File: src/rtl/rx_fcs_pkg.sv
package rx_fcs_pkg;
  localparam int unsigned BYTE_W = 8;
  localparam int unsigned CRC_W  = 32;
  localparam logic [CRC_W-1:0] CRC_POLY_REFL = 32'hEDB88320;
  localparam logic [CRC_W-1:0] CRC_RESIDUE   = 32'hC704DD7B;

  function automatic logic [CRC_W-1:0] crc_byte_step(
    input logic [CRC_W-1:0]  crc_in,
    input logic [BYTE_W-1:0] din
  );
    logic [CRC_W-1:0] c;
    logic             fb;
    c = crc_in;
    for (int i = 0; i < BYTE_W; i++) begin
      fb = c[0] ^ din[i];
      c  = {1'b0, c[CRC_W-1:1]};
      if (fb) c = c ^ CRC_POLY_REFL;
    end
    return c;
  endfunction

  function automatic logic [CRC_W-1:0] bit_reverse(input logic [CRC_W-1:0] v);
    logic [CRC_W-1:0] r;
    for (int i = 0; i < CRC_W; i++) r[i] = v[CRC_W-1-i];
    return r;
  endfunction
endpackage

File: src/rtl/rx_fcs_frame_track.sv
module rx_fcs_frame_track (
  input  logic clk,
  input  logic rst_n,
  input  logic rx_valid,
  output logic frame_start,
  output logic frame_end
);
  logic in_frame_q;
  logic in_frame_d;

  always_comb begin
    in_frame_d  = rx_valid;
    frame_start = rx_valid & ~in_frame_q;
    frame_end   = in_frame_q & ~rx_valid;
  end

  always_ff @(posedge clk or negedge rst_n) begin
    if (!rst_n) in_frame_q <= 1'b0;
    else        in_frame_q <= in_frame_d;
  end
endmodule

File: src/rtl/rx_fcs_crc_acc.sv
module rx_fcs_crc_acc
  import rx_fcs_pkg::*;
#(
  parameter logic [CRC_W-1:0] RESIDUE = CRC_RESIDUE
) (
  input  logic              clk,
  input  logic              rst_n,
  input  logic [BYTE_W-1:0] rx_data,
  input  logic              rx_valid,
  input  logic              frame_start,
  output logic              crc_fail
);
  logic [CRC_W-1:0] crc_q;
  logic [CRC_W-1:0] crc_d;
  logic [CRC_W-1:0] crc_seed;
  logic             crc_en;

  always_comb begin
    crc_seed = frame_start ? {CRC_W{1'b1}} : crc_q;
    crc_en   = rx_valid;
    crc_d    = crc_byte_step(crc_seed, rx_data);
    crc_fail = (bit_reverse(crc_q) != RESIDUE);
  end

  always_ff @(posedge clk or negedge rst_n) begin
    if (!rst_n)      crc_q <= {CRC_W{1'b1}};
    else if (crc_en) crc_q <= crc_d;
  end
endmodule

File: src/rtl/rx_fcs_sat_cnt.sv
module rx_fcs_sat_cnt #(
  parameter int unsigned CNT_W = 8
) (
  input  logic             clk,
  input  logic             rst_n,
  input  logic             hit,
  input  logic             clr,
  output logic [CNT_W-1:0] cnt
);
  localparam logic [CNT_W-1:0] CNT_MAX = {CNT_W{1'b1}};
  localparam logic [CNT_W-1:0] CNT_ONE = {{(CNT_W-1){1'b0}}, 1'b1};

  logic [CNT_W-1:0] cnt_q;
  logic [CNT_W-1:0] cnt_d;
  logic             cnt_en;

  always_comb begin
    cnt_en = clr | hit;
    if (clr)                        cnt_d = hit ? CNT_ONE : '0;
    else if (hit && cnt_q != CNT_MAX) cnt_d = cnt_q + CNT_ONE;
    else                            cnt_d = cnt_q;
  end

  always_ff @(posedge clk or negedge rst_n) begin
    if (!rst_n)      cnt_q <= '0;
    else if (cnt_en) cnt_q <= cnt_d;
  end

  assign cnt = cnt_q;
endmodule

File: src/rtl/rx_fcs_err_counter.sv
module rx_fcs_err_counter
  import rx_fcs_pkg::*;
#(
  parameter int unsigned CNT_W = 8
) (
  input  logic             clk,
  input  logic             rst_n,
  input  logic [7:0]       rx_data,
  input  logic             rx_valid,
  input  logic             gen_en,
  input  logic             rd_stb,
  output logic [CNT_W-1:0] err_cnt
);
  logic frame_start;
  logic frame_end;
  logic crc_fail;
  logic err_hit;

  rx_fcs_frame_track u_track (
    .clk         (clk),
    .rst_n       (rst_n),
    .rx_valid    (rx_valid),
    .frame_start (frame_start),
    .frame_end   (frame_end)
  );

  rx_fcs_crc_acc #(.RESIDUE(CRC_RESIDUE)) u_crc (
    .clk         (clk),
    .rst_n       (rst_n),
    .rx_data     (rx_data),
    .rx_valid    (rx_valid),
    .frame_start (frame_start),
    .crc_fail    (crc_fail)
  );

  assign err_hit = frame_end & crc_fail & gen_en;

  rx_fcs_sat_cnt #(.CNT_W(CNT_W)) u_cnt (
    .clk   (clk),
    .rst_n (rst_n),
    .hit   (err_hit),
    .clr   (rd_stb),
    .cnt   (err_cnt)
  );
endmodule

File: config.mk
export PLATFORM = sky130hd
export DESIGN_NAME = rx_fcs_err_counter
export DESIGN_NICKNAME = d
export VERILOG_FILES = /design/src/rtl/rx_fcs_pkg.sv /design/src/rtl/rx_fcs_frame_track.sv /design/src/rtl/rx_fcs_crc_acc.sv /design/src/rtl/rx_fcs_sat_cnt.sv /design/src/rtl/rx_fcs_err_counter.sv
export SDC_FILE = /design/constraint.sdc
export NUM_CORES = 1
export LEC_CHECK = 0
export ABC_AREA = 1
export CAP_MARGIN = 20
export CORE_ASPECT_RATIO = 1.1
export CORE_UTILIZATION = 32
export DETAILED_ROUTE_END_ITERATION = 8
export PLACE_DENSITY_LB_ADDON = 0.3
export SYNTH_ARGS = -nofsm -noshare
export SYNTH_HDL_FRONTEND = slang
export SYNTH_HIERARCHICAL = 1
export SYNTH_SLANG_ARGS = --single-unit
File: constraint.sdc
create_clock -name clk -period 5.03 [get_ports clk]
set_clock_uncertainty 0.05 [all_clocks]
set_input_delay 1.006 -clock clk [delete_from_list [all_inputs] [get_ports clk]]
set_output_delay 1.006 -clock clk [all_outputs]
set_load 0.05 [all_outputs]
==> metrics, run 1 <==
Worst-Margin Slew=just over 900 ps; area of the multi-input gates=1930 µm²; total gr overflow=0; Max Freq=between 200 and 300 MHz; CTS Hold Bufs=0; WHS Endpoint=u_crc/crc_q[24]; worst reg2reg startpoint=u_track/in_frame_q; synthesized area=3230 µm²; core area=just under 10000 µm²; average size of a mapped cell=7.12 µm²; via count=between 2000 and 3000; Cells after DPL=between 500 and 600; synth warn=6; initial antenna violation count=0; cell area after layout=approximately 3600 µm²; WHS Path Cells=2; RSZ-0062 raised after global routing=false; H-tree depth=2; crit path time final=3670 ps; Final nets=about 500; Final Util=0.370; HP Class=flop to flop; setup TNS=0 ps; final hold violation count=0; post-route ant nets=0; DRC viols=4; CTS Sinks=between 40 and 50; Non-Filler Instances=roughly 590; violated checks=design-rule violations; combinational group share of total power=0.553; Clk pwr share=0.127; Main synth FF type=dfstp_2; DR iter-0 viols=189; Buffers on Ports=20; Max IR drop VDD=0.172 mV; WL per Instance=roughly 14 µm; Syn-to-layout area delta=12.8%; P_sw=0.00104 W; mean number of vias per cell=around 4.9; TritonRoute pass-1 iters=7; Fillers=approximately 1000; clk_lat worst skew=between 300 and 400 ps; LEAKAGE=about 1.7 nW; Root Driver=clkbuf_8; crit path capture type=flop; Bufs on Longest Clock Path=2; post-synth cell types=39; endpoints failing setup=0; PostCTS Resize Cnt=0; die height=about 110 µm; Clk pin slew, worst setup/hold paths=approximately 90 ps; Final Max Tran Viols=0; Tot Pwr=~0.0022 W; share of the yosys chip area belonging to registers=0.330; outcome=complete, but fails checks; row cnt=38; post-CTS setup buffers=0; WP data arrival=a little under 4000 ps; crit start category=input port; critical-path maximum fanout=28; Die W=97.8 µm; routed wire length=around 8400 µm; vias in the first global route=between 2000 and 3000; maxcap violations=0; full die area=between 10000 and 15000 µm²; Relative slew margins=0.393; design internal power=between 0.001 and 0.0015 W; reg2reg end=u_crc/crc_q[18]; Starting Density=0.328; All-Layer GR Usage=0.177; CTS buffer count=5; Crit Path Class=input port to flop; cells after synthesis=between 400 and 500; Final GP Congestion=~0.90; Post-synth EDFFs=0; hold_sp=u_crc/crc_q[24]; ANT cells=0; Seq pwr share=0.320; FF-to-FF setup slack=between 2000 and 2500 ps; dpl hpwl=roughly 6200 µm; CTS tree=done; Post-DP Area=around 3500 µm²; Crit path required time=5230 ps; layout cells sized above 1=0.190; FF/Latch Area=1070 µm²; largest net degree at the start of global routing=42; ys async rst share=1.00; io pins=21; syn_nets=468; first-pass GRT wire length=~15000 µm; post-synthesis register bit count=just over 40; PwrDens=around 600 nW/µm²; switch share=0.472; worst r2r path cells=11; period utilization=0.729
-- through the flow --
stage | worst slack [ps] | hold slack, ps
global placement | 1130 | 410
CTS | 1380 | 426
global route | 1150 | 458
detailed placement | 1070 | 415
finish | 1360 | 424
floorplan | 2640 | 398
-- worst max path at each step --
stage,start,endpoint,cells after the start,slack (ps)
floorplan,rx_valid,u_crc/crc_q[19],17,2640
CTS,rx_valid,u_crc/crc_q[18],14,1380
global route,rx_valid,u_crc/crc_q[19],16,1150
detailed placement,rx_valid,u_crc/crc_q[22],15,1070
finish,rx_valid,u_crc/crc_q[18],14,1360
global placement,rx_valid,u_crc/crc_q[22],15,1130
-- cells in the mapped netlist (7+ instances only) --
master     n  area [µm²]
o21ai_1    7        35.0
o21ai_0   15        75.1
nand2_2   16         100
nor2_1    44         165
inv_1     36         135
xnor2_1   13         114
nand2_1  156         586
nand3_1   38         190
xor2_1    26         228
dfstp_2   32         841
dfrtp_1    9         225
-- worst max-delay path, stage by stage --
cell and delay, ps:
clkdlybuf4s50_1 450, buf_4 290, inv_1 120, nor2_4 650, nor2_1 110, nand2_1 130, nand2_4 180, xnor2_4 280
nand2_1 100, nand2_1 160, inv_1 100, nand2_1 90, nand3_1 90, nand2_1 80
-- cells in the final DEF, fill, tap and decap left out, drive strengths merged --
cell / instances
a21o: 1
nand4: 6
o211ai: 1
bufinv: 1
ha: 1
o21ai: 25
clkbuf: 5
nor4: 2
nand3b: 3
a21oi: 3
nand2: 179
or2: 4
nor2: 50
dfstp: 32
inv: 40
a31oi: 1
clkinv: 2
nand3: 38
o21bai: 2
xnor2: 17
buf: 4
xor2: 27
clkinvlp: 1
clkdlybuf4s50: 19
dfrtp: 9
-- registers in the layout, summed over array words and instances (netlist names) --
name and flops:
u_track/in_frame_q 1, u_cnt/cnt 8, u_crc/crc_q 32
-- per-layer routing --
metal	global-route usage	up-vias	share of wire
met3	0.0273	23	0.050
li1	-	1452	-
met2	0.284	98	0.46
met5	0	-	0
met1	0.235	1352	0.46
met4	0.0823	0	0.033
-- logic make-up after synthesis --
| logic type | after synthesis | synth area share |
|---|---|---|
| buffers and inverters | 53 | 0.0751 |
| DFF | 41 | 0.330 |
| adders and majority gates | 1 | 0.00387 |
| AOI/OAI and AO/OA | 33 | 0.0592 |
| xor gates and xnor gates | 44 | 0.138 |
| and+or+nand+nor | 282 | 0.394 |
-- power by group through the flow --
stage	Clock (W)	Sequential [W]	Combinational [W]
2_1_floorplan	0	0.000649	0.000972
3_3_place_gp	0	0.000705	0.00119
3_5_place_dp	0	0.000705	0.00120
4_1_cts	0.000290	0.000703	0.00121
5_1_grt	0.000306	0.000725	0.00138
6_report	0.000281	0.000706	0.00122
-- final cells by class --
type,instances,share of cell area
well taps,120,0.0412
repair buffers,23,0.0618
multi-input cells,360,0.530
flip-flops and latches,41,0.292
inverters,41,0.0433
clock inverters,3,0.0127
clock buffers,5,0.0189
Power figures use the tool's default switching activity.
==> run 2, diff against run 1 <==
==> constraint.sdc (replaced) <==
create_clock -name clk -period 3.1 [get_ports clk]
set_clock_uncertainty 0.05 [all_clocks]
set_input_delay 0.62 -clock clk [delete_from_list [all_inputs] [get_ports clk]]
set_output_delay 0.62 -clock clk [all_outputs]
set_load 0.05 [all_outputs]
==> run 2 against run 1 <==
Compared with the run above: the flow still finishes with violations (design-rule violations); clock power grew 93%; cell area grew 0.76%; clock-buffer cell count is the same; worst hold slack got worse by 23 ps; cell count is the same; largest power group unchanged; non-clock buffer count is the same; largest cell class unchanged; sequential cell count stayed put; wire length is 0.64% lower.
==> metrics, run 2 (synthesis results as in run 1) <==
Post-DP Area=3530 µm²; io pins=21; CTS Sinks=between 40 and 50; die height=roughly 110 µm; TritonRoute pass-1 iters=6; WP data arrival=about 2700 ps; Max Freq=roughly 400 MHz; WL per Instance=between 10 and 15 µm; endpoints failing setup=0; RSZ-0062 raised after global routing=false; largest net degree at the start of global routing=42; met3 GRT Util=0.0221; core area=slightly below 10000 µm²; ANT cells=0; Tot Pwr=0.00365 W; initial antenna violation count=0; critical path buffer and inverter count=4; Relative slew margins=0.349; violated checks=design-rule violations; CTS tree=done; dpl hpwl=roughly 6000 µm; Final nets=about 490; crit start category=input port; PostCTS Resize Cnt=0; slack of the critical path=592 ps; crit path capture type=flop; routed wire length=between 8000 and 9000 µm; Worst-Margin Slew=between 900 and 1000 ps; All-Layer GR Usage=0.171; Top Usage Layer GRT=met2; HP Class=input port to asynchronous set/reset pin; hold slack=around 400 ps; LEAKAGE=around 1.7 nW; Crit path required time=approximately 3300 ps; mean number of vias per cell=slightly below 5; Final GP Congestion=0.882; H-tree depth=2; delay-heaviest family, CP=simple AND/OR/NAND/NOR gates; worst stage delay on the critical path=470 ps; DRC viols=4; vias in the first global route=2858; total gr overflow=0; post-CTS setup buffers=0; worst-path cell chain=clkdlybuf4s50_1, inv_1, nor2_4, buf_12, inv_4, nand2_1, nor2_1, nor2_1, nand2_1, nand2_2, nand2_2, nand2_2, nand2_1, o211ai_1; DR iter-0 viols=~230; Max IR drop VDD=around 0.33 mV; post-route ant nets=0; row cnt=38; final hold violation count=0; slowest CP cell=clkdlybuf4s50_1; Die W=a little under 100 µm; Syn-to-layout area delta=13.6%; cell area after layout=3670 µm²; first-pass GRT wire length=14100 µm; Bufs on Longest Clock Path=2; crit path time final=2510 ps; Final Max Tran Viols=0; global-route met1 utilization=0.222; Clk pin slew, worst setup/hold paths=about 90 ps; Top reg by flops=u_crc/crc_q; Buffers on Ports=20; Fillers=~1000; PwrDens=about 1000 nW/µm²; Starting Density=0.328; Crit Path Class=input port to flop; period utilization=0.809; max reg flops=32; Root Driver=clkbuf_8; CTS Hold Bufs=0; setup TNS=0 ps; layout cells sized above 1=0.190; most frequent cells in the layout=nand2_1, nor2_1, nand3_1, inv_1, dfstp_2; most common cell after layout, fill and taps aside=nand2_1; maxcap violations=0; via count=2923; worst slack, placed=between 200 and 300 ps; outcome=complete, but fails checks; CTS buffer count=5; clk_lat worst skew=310 ps; full die area=10500 µm²; critical-path maximum fanout=34; GR Util met2=0.291
-- run 2: cell count changes in the layout (fill, tap and decap cells not counted), sizes merged --
| cell | change |
|---|---|
| bufinv | +1 |
| inv | +1 |
| clkinv | -1 |
| clkinvlp | -1 |
-- run 2: worst register-to-register path: stages, from the launching register on --
cell	delay (ps)
dfrtp_1	420
nor2_4	130
buf_12	210
inv_4	120
nand2_1	90
nor2_1	40
nor2_1	210
nand2_1	100
nand2_2	170
nand2_2	100
nand2_2	90
nand2_1	80
o211ai_1	190
-- run 2: worst paths after layout --
check,slack [ps],from,cells after the start,end
min in group clk,430,u_crc/crc_q[14],2,u_crc/crc_q[14]
worst max-delay path,590,rx_valid,14,u_crc/crc_q[8]
worst max register to register,990,u_track/in_frame_q,12,u_crc/crc_q[8]
worst min-delay path,400,rst_n,1,u_cnt/cnt[5]
max in group asynchronous,2020,rst_n,1,u_track/in_frame_q
worst min register to register,430,u_crc/crc_q[14],2,u_crc/crc_q[14]
-- run 2: per-layer routing --
metal  wire length (µm)  vias up
li1                   -     1450
met1               3900     1350
met2               3860      107
met3                438       16
met4                170        0
met5                  0        -
-- run 2: cell type report --
cell class              instances  area [µm²]  share of cell area
clock inverters                 3        68.8              0.0187
flip-flops and latches         41        1070               0.290
repair buffers                 23         230              0.0627
multi-input cells             360        1930               0.526
inverters                      41         158              0.0429
clock buffers                   5        68.8              0.0187
well taps                     120         150              0.0409
-- run 2: metrics by stage --
| step | std cells | utilization |
|---|---|---|
| floorplan | 454 | - |
| global placement | 585 | 0.359 |
| detailed placement | 585 | 0.359 |
| CTS | 593 | 0.373 |
| global route | 593 | 0.373 |
| finish | 593 | 0.373 |
-- run 2: power breakdown --
group	total (W)	internal [W]	switching, W
combinational	0.00196	0.000740	0.00122
clock	0.000542	0.000325	0.000217
sequential	0.00114	0.000910	0.000235
total	0.00365	0.00198	0.00167
==> run 3, diff against run 2 <==
==> constraint.sdc (replaced) <==
create_clock -name clk -period 2.15 [get_ports clk]
set_clock_uncertainty 0.05 [all_clocks]
set_input_delay 0.43 -clock clk [delete_from_list [all_inputs] [get_ports clk]]
set_output_delay 0.43 -clock clk [all_outputs]
set_load 0.05 [all_outputs]
==> run 3 against run 2 <==
Compared with the run above: the flow still finishes with violations (design-rule violations); worst hold slack worse by 280 ps; via count up 3.6%; cell count up 6.4%; non-clock buffer count up 38; total power up 54%; critical path depth down 13; global-route usage up 0.69 points; sequential cell count unchanged; first-iteration DRC count down 3.0%; combinational power up 70%; wire length up 7.0%; die area unchanged; critical endpoint is now err_cnt[3]; largest cell class unchanged.
==> metrics, run 3 (synthesis results as in run 1) <==
H-tree depth=2; row cnt=38; HP Class=input port to asynchronous set/reset pin; DRC viols=4; ANT cells=0; Final GP Congestion=0.911; period utilization=0.964; Crit path required time=approximately 1700 ps; via count=between 3000 and 4000; CTS Hold Bufs=0; delay-heaviest family, CP=buffers and inverters; final hold violation count=0; total gr overflow=0; vias in the first global route=roughly 3000; Critical Path End=err_cnt[3]; CP startpoint=u_cnt/cnt[3]; WL per Instance=~14 µm; Max Freq=slightly below 500 MHz; TritonRoute pass-1 iters=6; Syn-to-layout area delta=25.8%; core area=between 9000 and 10000 µm²; RSZ-0062 raised after global routing=false; Tot Pwr=roughly 0.0056 W; clk_lat worst skew=310 ps; layout cells sized above 1=0.274; crit path time final=between 2000 and 2500 ps; routed wl met3=approximately 450 µm; Crit Path Class=flop to output pin; DRT met1 WL=roughly 4000 µm; largest net degree at the start of global routing=42; outcome=complete, but fails checks; critical-path maximum fanout=5; Root Driver=clkbuf_8; FF-to-FF setup slack=130 ps; CTS buffer count=5; Buffers on Ports=20; most common cell after layout, fill and taps aside=nand2_1; Max IR drop VDD=roughly 0.37 mV; CTS Sinks=a little over 40; Starting Density=0.328; Die W=approximately 98 µm; worst r2r path cells=11; Bufs on Longest Clock Path=2; Non-Filler Instances=about 630; max reg flops=32; io pins=21; initial antenna violation count=0; PwrDens=approximately 1400 nW/µm²; setup TNS=0 ps; endpoints failing setup=0; worst-path cell chain=clkdlybuf4s50_1; reg2reg end=u_crc/crc_q[17]; DR iter-0 viols=roughly 230; WP data arrival=roughly 1600 ps; mean number of vias per cell=roughly 4.8; violated checks=design-rule violations; Fillers=between 900 and 1000; LEAKAGE=about 1.9 nW; Cells after DPL=roughly 610; Final nets=~520; die height=107 µm; critical path buffer and inverter count=1; wire length on met2=~4200 µm; crit start category=flop; dpl hpwl=between 6000 and 7000 µm; routed wire length=around 9000 µm; maxcap violations=0; most frequent cells in the layout=nand2_1, nor2_1, nand3_1, inv_1, buf_4; top sig layer=met4; Worst-Margin Slew=~540 ps; worst reg2reg startpoint=u_track/in_frame_q; post-route ant nets=0; slowest CP cell=clkdlybuf4s50_1; full die area=10500 µm²; Worst path depth=1; worst stage delay on the critical path=840 ps; Relative slew margins=0.643; Top reg by flops=u_crc/crc_q; CTS tree=done; Final Max Tran Viols=0; crit path capture type=output pin; first-pass GRT wire length=around 15000 µm; All-Layer GR Usage=0.178; Clk pin slew, worst setup/hold paths=90 ps
-- run 3: cell count changes in the layout (fill, tap and decap cells not counted), moves of 2 or more --
| cell | delta |
|---|---|
| buf_4 | +33 |
| nand2_1 | -6 |
| nand2_2 | +4 |
| xor2_1 | -3 |
| buf_12 | +2 |
| clkbuf_16 | +2 |
| nand2_4 | +2 |
| nor2_1 | -2 |
| nor2_2 | +2 |
| xor2_2 | +2 |
-- run 3: layer usage --
metal / vias to the layer above / GRT usage
li1: 1528 / -
met1: 1402 / 0.219
met2: 78 / 0.304
met3: 19 / 0.0279
met4: 0 / 0.0833
met5: - / 0
-- run 3: layout make-up --
| cell class | count | area [µm²] | share of cell area |
|---|---|---|---|
| flip-flops and latches | 41 | 1070 | 0.262 |
| clock buffers | 5 | 68.8 | 0.0169 |
| inverters | 41 | 158 | 0.0388 |
| repair buffers | 61 | 582 | 0.143 |
| multi-input cells | 360 | 1990 | 0.491 |
| well taps | 120 | 150 | 0.0369 |
| clock inverters | 3 | 46.3 | 0.0114 |
-- run 3: per-stage QoR --
| stage | util | hold WS [ps] | worst slack, ps | cell area (µm²) |
|---|---|---|---|---|
| 3_5_place_dp | 0.382 | 410 | -347 | 3760 |
| 4_1_cts | 0.395 | 140 | -1.53 | 3890 |
| 2_1_floorplan | - | 84.4 | 338 | 3230 |
| 6_report | 0.413 | 121 | 76.4 | 4070 |
| 3_3_place_gp | 0.382 | 410 | -331 | 3760 |
| 5_1_grt | 0.413 | 168 | 7.59 | 4070 |
-- run 3: repair_timing --
item | in CTS | in global routing
cloned | 0 | 2
endpoints found under the setup margin | 3 | 21
resized for setup | 2 | 15
pin swaps | 0 | 10
buffers inserted | 0 | 8
-- run 3: worst min-delay path by stage --
| stage | slack (ps) | depth (start not counted) | end |
|---|---|---|---|
| 4_1_cts | 140 | 2 | u_cnt/cnt[6] |
| 3_3_place_gp | 410 | 2 | u_crc/crc_q[24] |
| 6_report | 120 | 2 | u_cnt/cnt[4] |
| 3_5_place_dp | 410 | 2 | u_crc/crc_q[24] |
| 2_1_floorplan | 80 | 0 | u_cnt/cnt[0] |
| 5_1_grt | 170 | 2 | u_cnt/cnt[4] |
-- run 3: report_power, final --
group	leakage (nW)	switching, W	internal (W)
clock	0.0543	0.000305	0.000348
sequential	0.458	0.000336	0.00131
combinational	1.42	0.00192	0.00141
